$ cat config.mk
export PLATFORM = sky130hd
export DESIGN_NAME = fifo_drain_engine
export DESIGN_NICKNAME = d
export VERILOG_FILES = /design/src/rtl/fde_pkg.sv /design/src/rtl/fde_seq.sv /design/src/rtl/fde_strobe.sv /design/src/rtl/fde_capture.sv /design/src/rtl/fifo_drain_engine.sv
export SDC_FILE = /design/constraint.sdc
export NUM_CORES = 1
export LEC_CHECK = 0
export ABC_AREA = 1
export BUFFER_PORTS_ARGS = -buffer_cell sky130_fd_sc_hd__clkbuf_2
export CORE_UTILIZATION = 42
export DETAILED_ROUTE_END_ITERATION = 12
export GPL_TIMING_DRIVEN = 0
export PLACE_DENSITY = 0.83
export SYNTH_ARGS = -nofsm -noshare
export SYNTH_HDL_FRONTEND = slang
export SYNTH_SLANG_ARGS = --single-unit
$ cat constraint.sdc
create_clock -name clk -period 1.25 [get_ports clk]
set_clock_uncertainty 0.1 [all_clocks]
set_input_delay 0.0625 -clock clk [delete_from_list [all_inputs] [get_ports clk]]
set_output_delay 0.0625 -clock clk [all_outputs]
set_load 0.01 [all_outputs]
$ cat src/rtl/fde_pkg.sv
package fde_pkg;
  typedef enum logic [1:0] {
    ST_IDLE = 2'd0,
    ST_LOOP = 2'd1,
    ST_DATA = 2'd2
  } fde_state_t;
endpackage

$ cat src/rtl/fde_seq.sv
// Waveform sequencer: the loop state branches on the flag captured at entry.
module fde_seq
  import fde_pkg::*;
(
  input  logic       clk,
  input  logic       rst,
  input  logic       start_i,
  input  logic       empty_n_i,
  output fde_state_t nxt_o
);
  fde_state_t state_q;
  fde_state_t nxt;
  logic       cont_q;   // branch decision latched when the loop state is entered

  always_comb begin
    nxt = state_q;
    case (state_q)
      ST_IDLE: if (start_i) nxt = ST_LOOP;
      ST_LOOP: nxt = cont_q ? ST_DATA : ST_IDLE;
      ST_DATA: nxt = ST_LOOP;
      default: nxt = ST_IDLE;
    endcase
  end

  always_ff @(posedge clk) begin
    if (rst) begin
      state_q <= ST_IDLE;
      cont_q  <= 1'b0;
    end else begin
      state_q <= nxt;
      // loop is never re-entered from itself, so nxt==LOOP marks an entry edge
      if (nxt == ST_LOOP) cont_q <= empty_n_i;
    end
  end

  assign nxt_o = nxt;
endmodule

$ cat src/rtl/fde_strobe.sv
// Registered strobes and done flag, derived from the next state.
module fde_strobe
  import fde_pkg::*;
(
  input  logic       clk,
  input  logic       rst,
  input  fde_state_t nxt_i,
  output logic       rd_n_o,
  output logic       oe_n_o,
  output logic       done_o
);
  logic idle_nxt;
  assign idle_nxt = (nxt_i == ST_IDLE);

  always_ff @(posedge clk) begin
    if (rst) begin
      rd_n_o <= 1'b1;
      oe_n_o <= 1'b1;
      done_o <= 1'b1;
    end else begin
      rd_n_o <= idle_nxt;
      oe_n_o <= idle_nxt;
      done_o <= idle_nxt;
    end
  end
endmodule

$ cat src/rtl/fde_capture.sv
// Takes a word on each edge where the read strobe is low and the FIFO is not empty.
module fde_capture #(
  parameter int DATA_W = 16
) (
  input  logic              clk,
  input  logic              rst,
  input  logic              rd_n_i,
  input  logic              empty_n_i,
  input  logic [DATA_W-1:0] data_i,
  output logic [DATA_W-1:0] data_o,
  output logic              valid_o
);
  logic take;
  assign take = !rd_n_i && empty_n_i;

  always_ff @(posedge clk) begin
    if (rst) valid_o <= 1'b0;
    else     valid_o <= take;
  end

  always_ff @(posedge clk) begin
    if (rst)       data_o <= '0;
    else if (take) data_o <= data_i;
  end
endmodule

$ cat src/rtl/fifo_drain_engine.sv
module fifo_drain_engine
  import fde_pkg::*;
#(
  parameter int DATA_W = 16
) (
  input  logic              clk,
  input  logic              rst,
  input  logic              start_i,
  input  logic              fifo_empty_n_i,
  input  logic [DATA_W-1:0] fifo_data_i,
  output logic              fifo_rd_n_o,
  output logic              fifo_oe_n_o,
  output logic [DATA_W-1:0] snk_data_o,
  output logic              snk_valid_o,
  output logic              done_o
);
  fde_state_t nxt;

  fde_seq u_seq (
    .clk       (clk),
    .rst       (rst),
    .start_i   (start_i),
    .empty_n_i (fifo_empty_n_i),
    .nxt_o     (nxt)
  );

  fde_strobe u_strobe (
    .clk    (clk),
    .rst    (rst),
    .nxt_i  (nxt),
    .rd_n_o (fifo_rd_n_o),
    .oe_n_o (fifo_oe_n_o),
    .done_o (done_o)
  );

  fde_capture #(.DATA_W(DATA_W)) u_cap (
    .clk       (clk),
    .rst       (rst),
    .rd_n_i    (fifo_rd_n_o),
    .empty_n_i (fifo_empty_n_i),
    .data_i    (fifo_data_i),
    .data_o    (snk_data_o),
    .valid_o   (snk_valid_o)
  );
endmodule

==> results of run 1 <==
-- Yosys cell counts (all sizes together) --
master and n:
nor2 36, dfxtp 21, o21ai 16, inv 7
buf 5, nand2 5, a21oi 1, nand3 1
nor3 1
-- layer usage --
layer | global-route usage, % | vias up | routed length (um)
met5 | 0 | - | 0
met4 | 5.455 | 0 | 21
met3 | 4.082 | 2 | 94
met2 | 35.59 | 23 | 864
met1 | 22.22 | 321 | 771
li1 | - | 412 | -
-- registers in the layout, summed over array words and instances, names as in the netlist --
signal	count
u_cap.data_o	16
u_seq.cont_q	1
u_cap.valid_o	1
u_seq.state_q	2
u_strobe.rd_n_o	1
-- power groups by stage --
stage	clock network (mW)	logic (mW)	registers, mW
3_5_place_dp	0	0.195	0.743
2_1_floorplan	0	0.0969	0.758
3_3_place_gp	0	0.190	0.740
4_1_cts	0.322	0.237	0.729
6_report	0.305	0.239	0.728
5_1_grt	0.352	0.267	0.733
-- logic make-up (layout without fill, tap and decap cells) --
group	Yosys count	in the layout	share of synthesized area, %
flip-flops	21	21	54.99
AND/OR/NAND/NOR	43	43	23.07
buffers and inverters	12	72	10.80
AO/OA/AOI/OAI	17	17	11.13
-- final timing paths --
| check | start | to | slack [ns] |
|---|---|---|---|
| hold / removal | start_i | u_seq.state_q[0]$_SDFF_PP0_ | 0.02 |
| setup / recovery | u_strobe.rd_n_o$_SDFF_PP1_ | u_cap.data_o[15]$_SDFFE_PP0P_ | 0.11 |
| hold reg to reg | u_seq.state_q[1]$_SDFF_PP0_ | u_seq.state_q[1]$_SDFF_PP0_ | 0.35 |
| setup reg to reg | u_strobe.rd_n_o$_SDFF_PP1_ | u_cap.data_o[15]$_SDFFE_PP0P_ | 0.11 |
-- final cells by class --
| type | instances | area [sq um] |
|---|---|---|
| buffer | 5 | 51.30 |
| clock buffer | 4 | 26.28 |
| fill | 142 | 520.5 |
| inverter | 7 | 31.28 |
| multi-input combinational | 60 | 261.5 |
| sequential | 21 | 420.4 |
| tap | 25 | 31.28 |
| timing repair buffer | 56 | 365.4 |
-- per-stage QoR --
stage | total power [mW] | utilization [%]
global route | 1.353 | 69.52
CTS | 1.288 | 69.52
global placement | 0.9308 | 58.02
finish | 1.271 | 69.52
detailed placement | 0.9387 | 58.02
floorplan | 0.8547 | -
-- tightest hold or removal path: cells and delay by family --
family | cells | cell delay (ns)
and+or+nand+nor | 3 | 0.18
buffers and inverters | 2 | 0.12
==> metrics, run 1 <==
status finished clean; sequential element share of the synthesized area 54.99%; Clock Tree Root clkbuf_4; initial antenna violation count 0; worst hold stages 5; Setup TNS Final 0 ns; Yosys top cell area share 54.99%; largest net degree at the start of global routing 12; max incr delay on CP 0.40 ns; maximum VDD drop 0.0008850 V; leading cell type in the layout, fill and taps excluded clkbuf_2; fin area 1187 sq um; Hold Crit Class input port to flop; logic gate share of total power 18.8%; Slew Viols, Final 0; number of DRC markers in iteration 0 7; I/O Pins 40; CP max FO 10; ant diodes 0; synthesized area per cell 8.220 sq um; critical path type flop to flop; Syn Nets 113; worst skew pair latency 0.29 ns; Critical Path Stages 6; RSZ-0062 raised after global routing false; Vias/cell 4.258; Clock Path Buffers 2; Rows 15; Tcrit/Tclk final 90.94%; top cells by area, synth dfxtp_1 (55%), nor2_1 (17%), o21ai_0 (5.2%); DRT Wirelength 1751 um; #FFs+latches synth 21; area leader, netlist dfxtp_1; final non-filler cell total 178; Post-DP Area 991.0 sq um; cts repair resizes 0; worst-margin pin slew 0.2099 ns; clock share of power 24.0%; Flop pwr share 57.3%; cell repeated most along the worst path nor2_1; CP bufs+invs 3; CTS Buf Count 3; core area 1708 sq um; CTS tree yes; Area Overhead vs Synth 55.32%; total number of vias 758; dpl cells 157; Sink Count 21; die width 44.67 um; ratio of cells with drive above 1 in the final layout 33.99%; WHS 0.01517 ns; vias in the first global route 668; Detail Route Antenna Nets 0; yosys warns 0; Tmin final 1.137 ns; crit path DAT 1.23 ns; hold buffer count at cts 17; routability cong. 0.6255; Slew HR 85.90%; WL per Instance 9.837 um; nets@finish 174; Mapped Area 764.5 sq um; Initial Utilization 44.76%; sw frac 24.62%; CP top delay family flip-flops; first-pass GRT wire length 2822 um; reg2reg path depth 6; WP data required 1.34 ns; final setup fails 0; Tot GR Track Use 19.31%; final hold violation count 0; clk slew on worst S/H paths 0.11 ns; DP Worst Slack 0.1328 ns; post-CTS setup repair buffer count 0; pwr dens 1071 nW/um^2; crit path max-delay cell type dfxtp_1; Int Pwr 0.9584 mW; die height 44.67 um; Synth Instances 93; Synth cell types 17; drt pass-1 iters 4; H-tree Lvls 1; commonest cells after routing, fill and taps aside clkbuf_2 (39), nor2_1 (34), dfxtp_1 (21); Worst setup EP type flop; worst-path cell chain inv_1 > nand2_4 > inv_6 > buf_12 > nor2_1 > nor2_1; fmax 0.8797 GHz; Critical Path Start Type flop; DPL Wire Length 1139 um; IO Port Bufs 39; Die Area 1995 sq um; GRT overflow 0; drc violations 0; max_cap viols 0; setup ws final 0.1132 ns; P_leak 0.5809 nW; P_sw 0.3131 mW
Power figures use the tool's default switching activity.
==> run 2: changes to the inputs <==
PLACE_DENSITY = 0.75   (was 0.83)
==> run 2 against run 1 <==
Final cell count up 0.56%; sequential share of layout area down 0.33 points; clock power up 6%; largest power group unchanged; total power up 1.7%; wire length down 0.34%; sequential power about the same; maximum frequency up 0.91%.
==> metrics, run 2 (same netlist as run 1, synthesis figures left out) <==
status finished clean; Power Total 1.293 mW; CTS tree yes; pwr dens 1079 nW/um^2; worst-margin pin slew 0.2289 ns; IO Port Bufs 39; total number of vias 791; DPL Wire Length 1121 um; Top reg by flops u_cap.data_o; GRT overflow 0; P_sw 0.3371 mW; CP max FO 10; die width 44.67 um; RSZ-0062 raised after global routing false; DP Worst Slack 0.1349 ns; hold buffer count at cts 18; maximum VDD drop 0.0006917 V; Clock Tree Root clkbuf_4; CTS Buf Count 3; WP data required 1.35 ns; Tcrit/Tclk final 90.12%; Detail Route Antenna Nets 0; Rows 15; initial antenna violation count 0; cts repair resizes 0; largest net degree at the start of global routing 13; Clock Path Buffers 2; Tot GR Track Use 18.43%; drc violations 0; Initial Utilization 44.76%; fmax 0.8877 GHz; worst skew pair latency 0.31 ns; max reg flops 16; logic gate share of total power 18.7%; commonest cells after routing, fill and taps aside clkbuf_2 (39), nor2_1 (34), dfxtp_1 (21); crit path DAT 1.23 ns; I/O Pins 40; routability cong. 0.6500; Slew Viols, Final 0; Die Area 1995 sq um; max_cap viols 0; number of DRC markers in iteration 0 12; vias in the first global route 653; clk slew on worst S/H paths 0.12 ns; final setup fails 0; Setup TNS Final 0 ns; Hold Crit Class input port to flop; Largest regs u_cap.data_o x16, u_seq.state_q x2; die height 44.67 um; setup ws final 0.1235 ns; final hold violation count 0; Flop pwr share 56.3%; first-pass GRT wire length 2615 um; WL per Instance 9.749 um; nets@finish 175; Slew HR 84.62%; Vias/cell 4.419; H-tree Lvls 1; critical path type flop to flop; ratio of cells with drive above 1 in the final layout 34.42%; Sink Count 21; P_leak 0.5878 nW; ant diodes 0; drt pass-1 iters 4; Worst setup EP type flop; Int Pwr 0.9562 mW; DRT Wirelength 1745 um; post-CTS setup repair buffer count 0; Area Overhead vs Synth 56.79%; clock share of power 25.1%; core area 1708 sq um; Critical Path Start Type flop; Tmin final 1.127 ns; leading cell type in the layout, fill and taps excluded clkbuf_2; sw frac 26.06%
-- run 2: critical path, stage by stage, from the launching register on --
cell and delay (ns):
dfxtp_1 0.39, inv_1 0.09, nand2_4 0.13, inv_6 0.06, buf_12 0.13, nor2_1 0.08, nor2_1 0.05
-- run 2: through the flow --
| stage | cells | utilization (%) | instance area (sq um) | hold WS (ns) |
|---|---|---|---|---|
| after CTS | 179 | 70.18 | 1199 | 0.02000 |
| after global routing | 179 | 70.18 | 1199 | 0.06597 |
| after floorplan | 93 | - | 764.5 | 0.03488 |
| after global placement | 157 | 58.02 | 991.0 | 0.1954 |
| final | 179 | 70.18 | 1199 | 0.03155 |
| after detailed placement | 157 | 58.02 | 991.0 | 0.1978 |
-- run 2: area by class of cell --
class                           instances  area (sq um)
Tap cell                               25         31.28
Sequential cell                        21         420.4
Clock buffer                            3         22.52
Inverter                                7         31.28
Multi-Input combinational cell         60         261.5
Clock inverter                          1         5.005
Timing Repair Buffer                   57         375.4
Fill cell                             153         509.2
Buffer                                  5         51.30
-- run 2: path summary, 6_finish.rpt --
path | start | cells past startpoint | slack, ns | to
max | u_strobe.rd_n_o$_SDFF_PP1_ | 6 | 0.12 | u_cap.data_o[0]$_SDFFE_PP0P_
min | fifo_empty_n_i | 5 | 0.03 | u_seq.cont_q$_SDFFE_PP0N_
max reg2reg | u_strobe.rd_n_o$_SDFF_PP1_ | 6 | 0.12 | u_cap.data_o[0]$_SDFFE_PP0P_
min reg2reg | u_seq.state_q[1]$_SDFF_PP0_ | 1 | 0.35 | u_seq.state_q[1]$_SDFF_PP0_
-- run 2: metal layers --
layer / GRT usage, % / routed length (um)
met4: 9.091 / 21
met3: 4.490 / 111
met1: 19.35 / 752
met2: 33.82 / 859
met5: 0 / 0
-- run 2: power groups by stage --
stage / clock (mW) / combinational (mW) / sequential (mW)
2_1_floorplan: 0 / 0.0969 / 0.758
4_1_cts: 0.333 / 0.240 / 0.728
5_1_grt: 0.360 / 0.266 / 0.733
3_3_place_gp: 0 / 0.191 / 0.741
3_5_place_dp: 0 / 0.196 / 0.743
6_report: 0.324 / 0.241 / 0.728
